### config.mk
export PLATFORM = sky130hd
export DESIGN_NAME = i2c_bit_master
export DESIGN_NICKNAME = d
export VERILOG_FILES = /design/src/rtl/i2cm_pkg.sv /design/src/rtl/i2cm_tick.sv /design/src/rtl/i2cm_seq.sv /design/src/rtl/i2cm_drive.sv /design/src/rtl/i2c_bit_master.sv
export SDC_FILE = /design/constraint.sdc
export NUM_CORES = 1
export LEC_CHECK = 0
export ABC_AREA = 1
export ABC_CLOCK_PERIOD_IN_PS = 1600
export BUFFER_PORTS_ARGS = -buffer_cell sky130_fd_sc_hd__buf_2
export CAP_MARGIN = 5
export CELL_PAD_IN_SITES_DETAIL_PLACEMENT = 0
export CELL_PAD_IN_SITES_GLOBAL_PLACEMENT = 1
export CORE_AREA = 2 2 84 86
export DETAILED_ROUTE_END_ITERATION = 16
export DIE_AREA = 0 0 86 88
export MAX_ROUTING_LAYER = met4
export PLACE_DENSITY = 0.76
export SLEW_MARGIN = 10
export SYNTH_ARGS = -nofsm -noshare
export SYNTH_HDL_FRONTEND = slang
export SYNTH_HIERARCHICAL = 1
export SYNTH_SLANG_ARGS = --single-unit
### constraint.sdc
create_clock -name clk -period 1.6 [get_ports clk]
set_input_delay 0.08 -clock clk [delete_from_list [all_inputs] [get_ports clk]]
set_output_delay 0.08 -clock clk [all_outputs]
set_load 0.005 [all_outputs]
### src/rtl/i2cm_pkg.sv
package i2cm_pkg;
  localparam int BYTE_W = 8;
  localparam int BIT_IW = $clog2(BYTE_W);

  typedef enum logic [1:0] {
    OP_ADDR  = 2'd0,
    OP_WRITE = 2'd1,
    OP_READ  = 2'd2,
    OP_STOP  = 2'd3
  } op_e;

  typedef enum logic [4:0] {
    PH_IDLE, PH_BUSFREE, PH_SHOLD, PH_SLOW,
    PH_WSU, PH_WHI, PH_WLO,
    PH_AREL, PH_AHI, PH_ALO,
    PH_RHI, PH_RLO,
    PH_MSU, PH_MHI, PH_MLO, PH_MREL,
    PH_PSU
  } phase_e;
endpackage

### src/rtl/i2cm_tick.sv
module i2cm_tick #(
  parameter int DIV = 125
) (
  input  logic clk,
  input  logic rst,
  input  logic restart,
  output logic tick
);
  localparam int DW = (DIV > 1) ? $clog2(DIV) : 1;
  localparam logic [DW-1:0] TOP = DW'(DIV - 1);

  logic [DW-1:0] cnt;

  always_ff @(posedge clk) begin
    if (rst || restart) cnt <= '0;
    else if (cnt == TOP) cnt <= '0;
    else cnt <= cnt + 1'b1;
  end

  assign tick = (cnt == TOP);
endmodule

### src/rtl/i2cm_seq.sv
module i2cm_seq
  import i2cm_pkg::*;
#(
  parameter int T_BUF   = 5,
  parameter int T_SHOLD = 4,
  parameter int T_LOW   = 5,
  parameter int T_SU    = 1,
  parameter int T_HIGH  = 4,
  parameter int T_PSU   = 4
) (
  input  logic              clk,
  input  logic              rst,
  input  logic              tick,
  input  logic              cmd_valid,
  input  logic [1:0]        cmd_op,
  input  logic [BYTE_W-1:0] cmd_data,
  input  logic              cmd_rnw,
  input  logic              cmd_stop,
  input  logic              cmd_last,
  input  logic              sda_in,
  output logic              cmd_ready,
  output logic              restart,
  output phase_e            phase,
  output logic              tx_bit,
  output logic              last_q,
  output logic              bus_open,
  output logic [BYTE_W-1:0] rd_data,
  output logic              ack_err,
  output logic              addr_err
);
  localparam int M1 = (T_BUF > T_LOW) ? T_BUF : T_LOW;
  localparam int M2 = (T_SHOLD > T_HIGH) ? T_SHOLD : T_HIGH;
  localparam int M3 = (T_SU > T_PSU) ? T_SU : T_PSU;
  localparam int M4 = (M1 > M2) ? M1 : M2;
  localparam int MAXT = (M4 > M3) ? M4 : M3;
  localparam int CW = $clog2(MAXT + 1);

  logic [CW-1:0]     cnt;
  logic [BIT_IW-1:0] bitn;
  logic [BYTE_W-1:0] sreg;
  logic              stop_q;
  phase_e            nxt;
  op_e               op;
  logic              accept, step, bad_addr, last_bit;

  function automatic logic [CW-1:0] lim(phase_e p);
    case (p)
      PH_BUSFREE:                   lim = CW'(T_BUF - 1);
      PH_SHOLD:                     lim = CW'(T_SHOLD - 1);
      PH_WSU, PH_MSU:               lim = CW'(T_SU - 1);
      PH_WHI, PH_AHI, PH_RHI, PH_MHI: lim = CW'(T_HIGH - 1);
      PH_PSU:                       lim = CW'(T_PSU - 1);
      PH_IDLE:                      lim = '0;
      default:                      lim = CW'(T_LOW - 1);
    endcase
  endfunction

  assign op        = op_e'(cmd_op);
  assign cmd_ready = (phase == PH_IDLE);
  assign accept    = cmd_valid && cmd_ready;
  assign restart   = accept;
  assign step      = tick && (phase != PH_IDLE);
  assign bad_addr  = (cmd_data[6:3] == 4'hF);
  assign last_bit  = (bitn == BIT_IW'(BYTE_W - 1));
  assign tx_bit    = sreg[BYTE_W-1];

  always_comb begin
    case (phase)
      PH_BUSFREE: nxt = PH_SHOLD;
      PH_SHOLD:   nxt = PH_SLOW;
      PH_SLOW:    nxt = PH_WSU;
      PH_WSU:     nxt = PH_WHI;
      PH_WHI:     nxt = PH_WLO;
      PH_WLO:     nxt = last_bit ? PH_AREL : PH_WSU;
      PH_AREL:    nxt = PH_AHI;
      PH_AHI:     nxt = PH_ALO;
      PH_ALO:     nxt = stop_q ? PH_PSU : PH_IDLE;
      PH_RHI:     nxt = PH_RLO;
      PH_RLO:     nxt = last_bit ? PH_MSU : PH_RHI;
      PH_MSU:     nxt = PH_MHI;
      PH_MHI:     nxt = PH_MLO;
      PH_MLO:     nxt = PH_MREL;
      PH_MREL:    nxt = (stop_q && last_q) ? PH_PSU : PH_IDLE;
      default:    nxt = PH_IDLE;
    endcase
  end

  always_ff @(posedge clk) begin
    if (rst) begin
      phase    <= PH_IDLE;
      cnt      <= '0;
      bitn     <= '0;
      sreg     <= '0;
      stop_q   <= 1'b0;
      last_q   <= 1'b0;
      bus_open <= 1'b1;
      rd_data  <= '0;
      ack_err  <= 1'b0;
      addr_err <= 1'b0;
    end else if (accept) begin
      ack_err  <= 1'b0;
      addr_err <= 1'b0;
      stop_q   <= cmd_stop;
      last_q   <= cmd_last;
      bitn     <= '0;
      case (op)
        OP_ADDR: begin
          if (bad_addr) begin
            addr_err <= 1'b1;
          end else begin
            sreg     <= {cmd_data[BYTE_W-2:0], cmd_rnw};
            stop_q   <= 1'b0;
            bus_open <= 1'b0;
            phase    <= PH_BUSFREE;
            cnt      <= lim(PH_BUSFREE);
          end
        end
        OP_WRITE: begin
          sreg     <= cmd_data;
          bus_open <= 1'b0;
          phase    <= PH_WSU;
          cnt      <= lim(PH_WSU);
        end
        OP_READ: begin
          sreg     <= '0;
          bus_open <= 1'b0;
          phase    <= PH_RHI;
          cnt      <= lim(PH_RHI);
        end
        default: begin
          phase <= PH_PSU;
          cnt   <= lim(PH_PSU);
        end
      endcase
    end else if (step) begin
      if (cnt != '0) begin
        cnt <= cnt - 1'b1;
      end else begin
        phase <= nxt;
        cnt   <= lim(nxt);
        case (phase)
          PH_WLO: begin
            if (last_bit) bitn <= '0;
            else begin
              bitn <= bitn + 1'b1;
              sreg <= sreg << 1;
            end
          end
          PH_AHI: ack_err <= sda_in;
          PH_RHI: sreg <= {sreg[BYTE_W-2:0], sda_in};
          PH_RLO: begin
            if (last_bit) begin
              bitn    <= '0;
              rd_data <= sreg;
            end else begin
              bitn <= bitn + 1'b1;
            end
          end
          PH_PSU: bus_open <= 1'b1;
          default: ;
        endcase
      end
    end
  end
endmodule

### src/rtl/i2cm_drive.sv
module i2cm_drive
  import i2cm_pkg::*;
(
  input  logic   clk,
  input  logic   rst,
  input  phase_e phase,
  input  logic   tx_bit,
  input  logic   last_q,
  input  logic   bus_open,
  output logic   scl_low,
  output logic   sda_low
);
  logic scl_d, sda_d;

  always_comb begin
    case (phase)
      PH_IDLE:    begin scl_d = !bus_open; sda_d = 1'b0;    end
      PH_BUSFREE: begin scl_d = 1'b0;      sda_d = 1'b0;    end
      PH_SHOLD:   begin scl_d = 1'b0;      sda_d = 1'b1;    end
      PH_SLOW:    begin scl_d = 1'b1;      sda_d = 1'b1;    end
      PH_WSU,
      PH_WLO:     begin scl_d = 1'b1;      sda_d = !tx_bit; end
      PH_WHI:     begin scl_d = 1'b0;      sda_d = !tx_bit; end
      PH_AHI,
      PH_RHI:     begin scl_d = 1'b0;      sda_d = 1'b0;    end
      PH_MSU,
      PH_MLO:     begin scl_d = 1'b1;      sda_d = !last_q; end
      PH_MHI:     begin scl_d = 1'b0;      sda_d = !last_q; end
      PH_PSU:     begin scl_d = 1'b0;      sda_d = 1'b1;    end
      default:    begin scl_d = 1'b1;      sda_d = 1'b0;    end
    endcase
  end

  always_ff @(posedge clk) begin
    if (rst) begin
      scl_low <= 1'b0;
      sda_low <= 1'b0;
    end else begin
      scl_low <= scl_d;
      sda_low <= sda_d;
    end
  end
endmodule

### src/rtl/i2c_bit_master.sv
module i2c_bit_master
  import i2cm_pkg::*;
#(
  parameter int CLK_HZ  = 125_000_000,
  parameter int TICK_HZ = 1_000_000,
  parameter int T_BUF   = 5,
  parameter int T_SHOLD = 4,
  parameter int T_LOW   = 5,
  parameter int T_SU    = 1,
  parameter int T_HIGH  = 4,
  parameter int T_PSU   = 4
) (
  input  logic       clk,
  input  logic       rst,
  input  logic       cmd_valid,
  output logic       cmd_ready,
  input  logic [1:0] cmd_op,
  input  logic [7:0] cmd_data,
  input  logic       cmd_rnw,
  input  logic       cmd_stop,
  input  logic       cmd_last,
  output logic [7:0] rd_data,
  output logic       ack_err,
  output logic       addr_err,
  output logic       scl_low,
  output logic       sda_low,
  input  logic       sda_in
);
  localparam int DIV = CLK_HZ / TICK_HZ;

  logic   tick, restart, tx_bit, last_q, bus_open;
  phase_e phase;

  i2cm_tick #(.DIV(DIV)) u_tick (
    .clk(clk), .rst(rst), .restart(restart), .tick(tick)
  );

  i2cm_seq #(
    .T_BUF(T_BUF), .T_SHOLD(T_SHOLD), .T_LOW(T_LOW),
    .T_SU(T_SU), .T_HIGH(T_HIGH), .T_PSU(T_PSU)
  ) u_seq (
    .clk(clk), .rst(rst), .tick(tick),
    .cmd_valid(cmd_valid), .cmd_op(cmd_op), .cmd_data(cmd_data),
    .cmd_rnw(cmd_rnw), .cmd_stop(cmd_stop), .cmd_last(cmd_last),
    .sda_in(sda_in), .cmd_ready(cmd_ready), .restart(restart),
    .phase(phase), .tx_bit(tx_bit), .last_q(last_q), .bus_open(bus_open),
    .rd_data(rd_data), .ack_err(ack_err), .addr_err(addr_err)
  );

  i2cm_drive u_drive (
    .clk(clk), .rst(rst), .phase(phase), .tx_bit(tx_bit),
    .last_q(last_q), .bus_open(bus_open),
    .scl_low(scl_low), .sda_low(sda_low)
  );
endmodule

# [Word level (Yosys, flattened, before mapping)]
# Memories as Yosys holds them, arrays and structs flattened.
# Index checks and enable logic that the tools add are counted.
[classes] n_addsub=3 eq_ne=26 muxes=35 n_bitwise=2 reduce_logical=29
[ops] operator="$pmux 5 s15" n=1
[ops] operator="$eq 5x4->1 const B" n=8
[ops] operator="$mux 8" n=5
[ops] operator="$mux 5" n=6
[ops] operator="$pmux 8 s3" n=1
[ops] operator="$eq 5x3->1 const B" n=4
[ops] operator="$mux 3" n=6
[ops] operator="$pmux 8 s2" n=1
[ops] operator="$pmux 5 s3" n=1
[ops] operator="$eq 5x2->1 const B" n=2
[ops] operator="$reduce_and 5->1" n=2
[ops] operator="$mux 1" n=9
[ops] operator="$reduce_and 3->1" n=3
[ops] operator="$reduce_or 3->1" n=3
[ops] operator="$reduce_or 2->1" n=4
[ops] operator="$add 7x1->7 const B" n=1
[ops] operator="$eq 7x7->1 const B" n=1
[ops] operator="$reduce_or 7->1" n=1
[ops] operator="$ne 3x3->1 const B" n=2
[ops] operator="$pmux 3 s2" n=1
[ops] operator="$reduce_and 6->1" n=1
[ops] operator="$reduce_bool 3->1" n=2
[ops] operator="$eq 5x1->1 const B" n=1
[ops] operator="$eq 5x5->1 const B" n=1
[ops] operator="21 further kinds" n=28
[totals] regBits=41 mem_bits_ro=96 input_bits=17 output_inout_bits=13 word_cells=109 memories=1
[mem_list] memory="(name not given)" words=32 width=3 rd=1 rd_clocked_by_memory_dff=0 wr=0 line="i2cm_seq.sv:47" source="case (p)"

# [Depth between registers and ports, before layout]
# Gate-level depths: netlist of run 1.
# An unclocked memory read counts as a cell.
[logic_depth] ltp_word=7 ltp_mapped=13 depth_no_buf=13

# [By module]
# The synthesis of run 1 kept the hierarchy.
[modules_own_cells] mod="i2cm_seq" instances=1 cells_per_inst=276 area_each_um2=1888.1 seq_area_each_um2=640.6
[modules_own_cells] mod="i2cm_tick" instances=1 cells_per_inst=44 area_each_um2=344.1 seq_area_each_um2=140.1
[modules_own_cells] mod="i2cm_drive" instances=1 cells_per_inst=29 area_each_um2=156.4 seq_area_each_um2=40.0

# [Worst setup path after synthesis of run 1]
# Ideal clock, no wire load.
[synth_timing] kind="register to register" startpoint="register u_seq.phase[3]" endpoint="register u_seq.sreg[5]" setup_time_ns=0.122 arrival_ns=1.540 required_ns=1.478 slack_ns=-0.062 stages_incl_launch_ff=14 path_buffers=1 synth_period_minus_slack_ns=1.662 cell_sequence="dfxtp_1 > inv_2 > nand2_4 > nor2_8 > nand2_4 > nor2_8 > nand2_1 > nor2_1 > nand2_1 > nand2_1 > nor2_4 > buf_6 > o21ai_1 > a31oi_1"
[synth_between] elab_chain_cells=5 elab_cells_between_ends=17 cone_classes="eq/ne (6); mux (4); reduce/logical (7)"
[synth_rtl] item="start, declared" line="i2cm_seq.sv:23" source="output phase_e phase,"
[synth_rtl] item="start signal, assigned" line="i2cm_seq.sv:139" source="phase <= nxt;"
[synth_rtl] item="$eq 5x4->1 / $eq 5x3->1 (equally long branches)" line="i2cm_seq.sv:141" source="case (phase)"
[synth_rtl] item="$pmux 8 s2" line="i2cm_seq.sv:141"
[synth_rtl] item="$mux 8" line="i2cm_seq.sv:136" source="if (cnt != '0) begin"
[synth_rtl] item="$mux 8" line="i2cm_seq.sv:135" source="end else if (step) begin"
[synth_rtl] item="$mux 8" line="i2cm_seq.sv:100" source="end else if (accept) begin"
[synth_rtl] item="end signal, assigned" line="i2cm_seq.sv:111" source="sreg <= {cmd_data[BYTE_W-2:0], cmd_rnw};"
[synth_rtl] item="end signal, assigned" line="i2cm_seq.sv:146" source="sreg <= sreg << 1;"
[synth_rtl] item="end signal, assigned" line="i2cm_seq.sv:150" source="PH_RHI: sreg <= {sreg[BYTE_W-2:0], sda_in};"
[synth_rtl] item="end, declared" line="i2cm_seq.sv:40" source="logic [BYTE_W-1:0] sreg;"
# Several ways; a longest one is shown, not always the timed one. The select of a mux whose other input is x is not followed.
# A chain may end at the register's enable or synchronous reset.

# [Worst setup path after layout of run 1]
[layout_timing] startpoint="register u_seq.phase[3]" endpoint="register u_seq.sreg[3]"
[layout_between] elab_cells_between_ends=17 cone_classes="eq/ne (6); mux (4); reduce/logical (7)"
[layout_rtl] item="$logic_not 5->1 (*)" line="i2cm_seq.sv:59" source="assign cmd_ready = (phase == PH_IDLE);"
[layout_rtl] item="$logic_and 1x1->1 (*)" line="i2cm_seq.sv:60" source="assign accept = cmd_valid && cmd_ready;"
[layout_rtl] item="via restart" line="i2c_bit_master.sv:31" source="logic tick, restart, tx_bit, last_q, bus_open;"
[layout_rtl] item="$ne 4x1->1 (no line) (tied with other cells)"
[layout_rtl] item="$reduce_and 6->1 (no line)"
[layout_rtl] item="end signal, assigned" line="i2cm_seq.sv:111"
[layout_rtl] item="end signal, assigned" line="i2cm_seq.sv:119" source="sreg <= cmd_data;"
[layout_rtl] item="end signal, assigned" line="i2cm_seq.sv:146"
# The timed path passes the listed nets; every way through them passes the cells marked *. The select of a mux whose other input is x is not followed.

==> impl_metrics.json, run 1 <==
{
  "drive_gt1_share_pct": 40.7,
  "cp-start-kind": "register",
  "finalSetupTns_ps": -1280,
  "hpwl_um": 4830,
  "maxCapViolations": 0,
  "rsz0062_at_grt": "true",
  "synth-seq-cells": 41,
  "layout_min_cycle_time_ps": 1710,
  "finalMaxSlewViolations": 0,
  "fin_ws_ps": -112,
  "clk_latency_ps": 300,
  "grt_pass1_vias": 2431,
  "clk_pin_slew_ps": 90,
  "synth_area_um2": 2390,
  "vias_per_cell": 4.82,
  "leakage_nw": 1.65,
  "critPathLaunch": "u_seq/phase[3]$_SDFFE_PP0P_",
  "synth_cell_types": 36,
  "die_w_um": 86,
  "peakVddDrop_uv": 731,
  "syn_inst": 349,
  "htree_levels": 2,
  "synthArstFlopShare_pct": 0,
  "p_per_area_nw_per_um2": 1680,
  "grt_overflow": 0,
  "gp_congestion": 0.859,
  "r2r_slack_ps": -110,
  "outcome": "finished, violations left",
  "violations": "setup timing",
  "finalPower_w": 0.00596,
  "hold_viol": 0,
  "antenna_found_initial": 0,
  "ys.flop_type": "dfxtp_1",
  "drtIter0Drc": 110,
  "final_area_um2": 3560,
  "worstPathCellList": "inv_4 -> nand2_4 -> nor2_8 -> nand2_4 -> nor2_8 -> inv_4 -> nand2_4 -> nand2_4 -> nor2_4 -> buf_12 -> o21ai_2 -> a31oi_1",
  "dr.pass1.iters": 4,
  "grt_max_degree": 21,
  "wire_per_inst_um": 12.7,
  "synth_edf_count": 0,
  "clock_sinks": 41,
  "yosysSeqAreaShare_pct": 34.4,
  "fp.dieArea_um2": 7570,
  "cpPeakStageDelay_ps": 370,
  "endpoint_kind": "register",
  "chipHeight_um": 88,
  "syn_nets": 376,
  "yosys_warnings": 6,
  "drc": 0,
  "criticalPathCategory": "register to register",
  "synth_area_per_cell_um2": 6.84,
  "num_rows": 30,
  "worstPathMaxFanout": 8,
  "vias": 2542,
  "finalClockSkew_ps": 8.23,
  "fin_crit_sh_pct": 107,
  "setup_viol": 18,
  "area_growth_pct": 48.9,
  "core_um2": 6640,
  "r2r-end": "u_seq/sreg[3]$_SDFFE_PP0P_",
  "required_ps": 1830,
  "fin_util_pct": 53.5,
  "r2r_cells": 12,
  "worst_pin_slew_ps": 656,
  "numCtsBuffers": 5,
  "regToRegStartpoint": "u_seq/phase[3]$_SDFFE_PP0P_",
  "cts_root_buffer": "clkbuf_8",
  "min_path_type": "primary input to register",
  "slew_headroom_pct": 56.2,
  "start_util_pct": 36.0,
  "cp.arrival_ps": 1940,
  "io_buffers": 29,
  "grt.total_usage_pct": 18.7,
  "cts_buffer_depth": 2,
  "placed_cell_area_um2": 2990,
  "max_clock_freq_mhz": 584,
  "io_pins": 30,
  "worst_path_max_delay_cell": "dfxtp_4",
  "cts_tree": "done",
  "wl_um": 6700,
  "grt_pass1_wl_um": 11000,
  "antennaDiodeCount": 0,
  "endpoint": "u_seq/sreg[3]$_SDFFE_PP0P_",
  "nNetsFinal": 473,
  "ant_nets": 0,
  "worst_path_most_repeated_cell": "nand2_4"
}
## cell type report
| class | count | area, µm² |
|---|---|---|
| Fill cell | 634 | 3090 |
| Multi-Input combinational cell | 254 | 1600 |
| Sequential cell | 41 | 840 |
| Timing Repair Buffer | 97 | 726 |
| Inverter | 47 | 186 |
| Tap cell | 80 | 100 |
| Clock buffer | 6 | 93.8 |
| Clock inverter | 2 | 16.3 |
## cell usage after synthesis, types with 2 or more instances
library cell  count  area [µm²]
nand2_1          63         236
nor2_1           59         221
inv_1            43         161
dfxtp_1          41         821
nand3_1          28         140
o21ai_0          27         135
a21oi_1          11        55.1
ha_1             10         125
a31oi_1           8        50.1
o22ai_1           7        43.8
nor3_1            5        25.0
clkbuf_1          4        15.0
nand2_2           4        25.0
nand2_4           4        45.0
nor2_2            4        25.0
inv_2             3        11.3
xor2_1            3        26.3
a211oi_1          2        15.0
a221oi_1          2        17.5
nand3_2           2        20.0
nor2_4            2        22.5
nor2_8            2        40.0
o21ai_1           2        10.0
## layer usage
layer / global-route usage (%) / part of all wire, % / routed length [µm]
met5: - / 0 / 0
met4: 5.34 / 0.97 / 65
met3: 2.83 / 3.6 / 244
met2: 31.7 / 50 / 3340
met1: 23.2 / 46 / 3050
## worst max-delay path, delay by kind of cell (launching register included)
kind                   cells  cell delay, ps
buffers and inverters      3             300
AND/OR/NAND/NOR            7             740
AO/OA/AOI/OAI              2             220
flip-flops                 1             370
## worst min path at each step
| stage | startpoint | end | slack, ps | cells past startpoint |
|---|---|---|---|---|
| 5_1_grt | sda_in | u_seq/ack_err$_SDFFE_PP0P_ | 90 | 3 |
| 3_3_place_gp | cmd_last | u_seq/last_q$_SDFFE_PP0P_ | 300 | 3 |
| 3_5_place_dp | cmd_last | u_seq/last_q$_SDFFE_PP0P_ | 310 | 3 |
| 6_report | sda_in | u_seq/ack_err$_SDFFE_PP0P_ | 50 | 3 |
| 2_1_floorplan | rst | u_seq/phase[3]$_SDFFE_PP0P_ | 150 | 1 |
| 4_1_cts | sda_in | u_seq/ack_err$_SDFFE_PP0P_ | 40 | 3 |
## power by group
group / leakage, nW / switching (W) / internal (W)
sequential: 0.337 / 0.000198 / 0.00126
combinational: 1.26 / 0.00195 / 0.00175
clock: 0.0525 / 0.000397 / 0.000405
## cells in the final DEF, fill, tap and decap left out, types with 2 or more instances in the layout
master     n
a211oi_2   2
a21oi_1   10
a31oi_1    8
buf_12     2
buf_2     29
buf_4     58
buf_6      6
clkbuf_8   5
dfxtp_1   34
dfxtp_2    3
dfxtp_4    4
ha_1       8
inv_1     36
inv_2      7
inv_4      4
nand2_1   55
nand2_2    9
nand2_4    7
nand3_1   24
nand3_2    3
nand3_4    3
nor2_1    45
nor2_2     8
nor2_4    12
nor2_8     2
nor3_1     3
o21ai_0   15
o21ai_1    8
o21ai_2    6
o22ai_1    7
xor2_1     3
## stage by stage
| stage | instances | hold WS, ps | setup WS (ps) |
|---|---|---|---|
| 4_1_cts | 520 | 43.6 | -49.3 |
| 3_5_place_dp | 499 | 312 | -92.8 |
| 3_3_place_gp | 499 | 302 | -92.6 |
| 2_1_floorplan | 349 | 149 | 0.229 |
| 6_report | 527 | 50.3 | -112 |
| 5_1_grt | 527 | 90.7 | -197 |
## kinds of logic (layout without fill, tap and decap cells)
| logic type | count (synthesis) | count (layout) | synth area share, % |
|---|---|---|---|
| mux | 1 | 1 | 0.419 |
| simple gates | 176 | 176 | 34.3 |
| xor+xnor | 4 | 4 | 1.47 |
| compound gates | 63 | 63 | 15.1 |
| buf+inv | 54 | 152 | 9.06 |
| fa+ha+maj | 10 | 10 | 5.24 |
| flops | 41 | 41 | 34.4 |
## sequential cells by signal (all words and copies together), names as in the netlist, 3 cells and up
| name | flops |
|---|---|
| u_seq/phase | 5 |
| u_seq/sreg | 8 |
| u_tick/cnt | 7 |
| u_seq/bitn | 3 |
| u_seq/cnt | 3 |
| u_seq/rd_data | 8 |
## repair_timing
item / 4_1_cts / 5_1_grt
setup buffers: 12 / 7
gates resized for setup: 40 / 51
hold endpoints to repair: 1 / 0
hold buffers: 1 / 0
cloned: 1 / 0
pin swaps: 19 / 18
endpoints found under the setup margin: 29 / 29
Note: power is estimated with default switching activity, not from simulation.
==> run 2: changes to the inputs <==
- CORE_AREA: 2 2 84 86 -> 2 2 82 84
- CTS_BUF_LIST: not set -> sky130_fd_sc_hd__clkbuf_2 sky130_fd_sc_hd__clkbuf_4 sky130_fd_sc_hd__clkbuf_8
- DIE_AREA: 0 0 86 88 -> 0 0 84 86
- PLACE_DENSITY: 0.76 -> 0.8
==> impl_metrics.json, run 2 (synthesis results as in run 1) <==
{
  "outcome": "finished, violations left",
  "violations": "setup timing",
  "clk_pin_slew_ps": 80,
  "wl_um": 6420,
  "r2r-end": "u_seq/sreg[0]$_SDFFE_PP0P_",
  "cts_tree": "done",
  "vias_per_cell": 4.87,
  "hpwl_um": 4870,
  "numCtsBuffers": 5,
  "regToRegStartpoint": "u_seq/phase[2]$_SDFFE_PP0P_",
  "antennaDiodeCount": 0,
  "worstPathMaxFanout": 8,
  "min_path_type": "primary input to register",
  "fin_util_pct": 53.9,
  "final_common_cell": "buf_4",
  "gp_congestion": 0.883,
  "clock_sinks": 41,
  "fillers": 628,
  "fin_ws_ps": -78.5,
  "wire_per_inst_um": 12.4,
  "drtIter0Drc": 95,
  "antenna_found_initial": 0,
  "finalClockSkew_ps": 2.52,
  "endpoint": "u_seq/sreg[0]$_SDFFE_PP0P_",
  "leakage_nw": 1.60,
  "htree_levels": 2,
  "cts_root_buffer": "clkbuf_8",
  "area_growth_pct": 41.7,
  "core_um2": 6280,
  "max_clock_freq_mhz": 596,
  "criticalPathCategory": "register to register",
  "rsz0062_at_grt": "true",
  "cts_buffer_depth": 2,
  "drive_gt1_share_pct": 37.3,
  "drc": 0,
  "peakVddDrop_uv": 595,
  "final_cell_mix": "60 x buf_4, 57 x nand2_1, 50 x nor2_1, 36 x inv_1, 34 x dfxtp_1",
  "cp-start-kind": "register",
  "fin_crit_sh_pct": 105,
  "io_buffers": 29,
  "cp.arrival_ps": 1890,
  "slew_headroom_pct": 75.1,
  "top_regs": "u_seq/rd_data: 8 flops, u_seq/sreg: 8 flops, u_tick/cnt: 7 flops",
  "finalMaxSlewViolations": 0,
  "num_rows": 29,
  "ant_nets": 0,
  "grt.total_usage_pct": 18.8,
  "hold_depth": 3,
  "layout_min_cycle_time_ps": 1680,
  "grt_overflow": 0,
  "hold_buffers": 0,
  "maxCapViolations": 0,
  "r2r_slack_ps": -80,
  "hold_ws_ps": 17.8,
  "required_ps": 1810,
  "dr.pass1.iters": 4,
  "grt_pass1_vias": 2428,
  "nNetsFinal": 469,
  "worst_pin_slew_ps": 373,
  "hold_viol": 0,
  "fp.dieArea_um2": 7220,
  "die_w_um": 84,
  "vias": 2526,
  "io_pins": 30,
  "start_util_pct": 38.1,
  "grt_pass1_wl_um": 10800,
  "critPathLaunch": "u_seq/phase[2]$_SDFFE_PP0P_",
  "chipHeight_um": 86,
  "r2r_cells": 12,
  "finalPower_w": 0.00543,
  "p_per_area_nw_per_um2": 1610,
  "grt_max_degree": 17,
  "endpoint_kind": "register",
  "setup_viol": 17,
  "clk_latency_ps": 290
}
[run 2: cell count changes in the layout (fill, tap and decap cells not counted), sizes merged]
cell	delta
clkinvlp	-1
clkinv	-1
clkbuf	+1
dlygate4sd3	-1
buf	-4
inv	+1
[run 2: cell type report]
| class | count | area, µm² | share of cell area, % |
|---|---|---|---|
| clock buffers | 6 | 82.6 | 2.44 |
| clock inverters | 1 | 6.26 | 0.185 |
| inverters | 47 | 184 | 5.43 |
| multi-input cells | 254 | 1510 | 44.5 |
| flip-flops and latches | 41 | 837 | 24.7 |
| well taps | 77 | 96.3 | 2.85 |
| repair buffers | 93 | 672 | 19.9 |
[run 2: layer usage]
metal	share of wire (%)	wire, µm	track usage, %
met1	46	2970	23.1
met2	48	3080	31.1
met3	3.5	223	3.37
met4	2.3	150	7.04
met5	0	0	-
[run 2: worst min path at each step]
stage	end	startpoint
detailed placement	u_seq/last_q$_SDFFE_PP0P_	cmd_last
CTS	u_seq/last_q$_SDFFE_PP0P_	cmd_last
floorplan	u_seq/phase[3]$_SDFFE_PP0P_	rst
global placement	u_seq/last_q$_SDFFE_PP0P_	cmd_last
global route	u_seq/last_q$_SDFFE_PP0P_	cmd_last
finish	u_seq/last_q$_SDFFE_PP0P_	cmd_last
[run 2: critical path, stage by stage (launching register included)]
cell and delay (ps):
dfxtp_2 350, inv_4 80, nand2_4 70, nor2_8 90
nand2_4 70, nor2_8 180, nand2_4 80, nor2_4 120
nand2_2 60, nand2_2 70, nor2_4 50, clkbuf_16 150
a211oi_2 220
[run 2: report_power, final]
group,internal (W),switching (W),total (W)
Combinational,0.00154,0.00175,0.00329
Clock,0.000342,0.000351,0.000694
Sequential,0.00125,0.000198,0.00145
Total,0.00314,0.00230,0.00543
[run 2: what timing repair did]
item	in CTS	in global routing
buffers inserted	6	3
gates cloned	0	1
pin swaps	6	6
gates resized for setup	25	33
setup endpoints to repair	28	29
endpoints found under the hold margin	0	0
[run 2: stage by stage]
step / instance area (µm²) / cells / setup WS [ps] / setup TNS (ps)
3_5_place_dp: 3030 / 502 / -82.6 / -1320
6_report: 3380 / 519 / -78.5 / -603
5_1_grt: 3380 / 519 / -164 / -2400
3_3_place_gp: 3030 / 502 / -94.2 / -1050
4_1_cts: 3220 / 515 / -40.4 / -236
2_1_floorplan: 2410 / 349 / 0.229 / 0
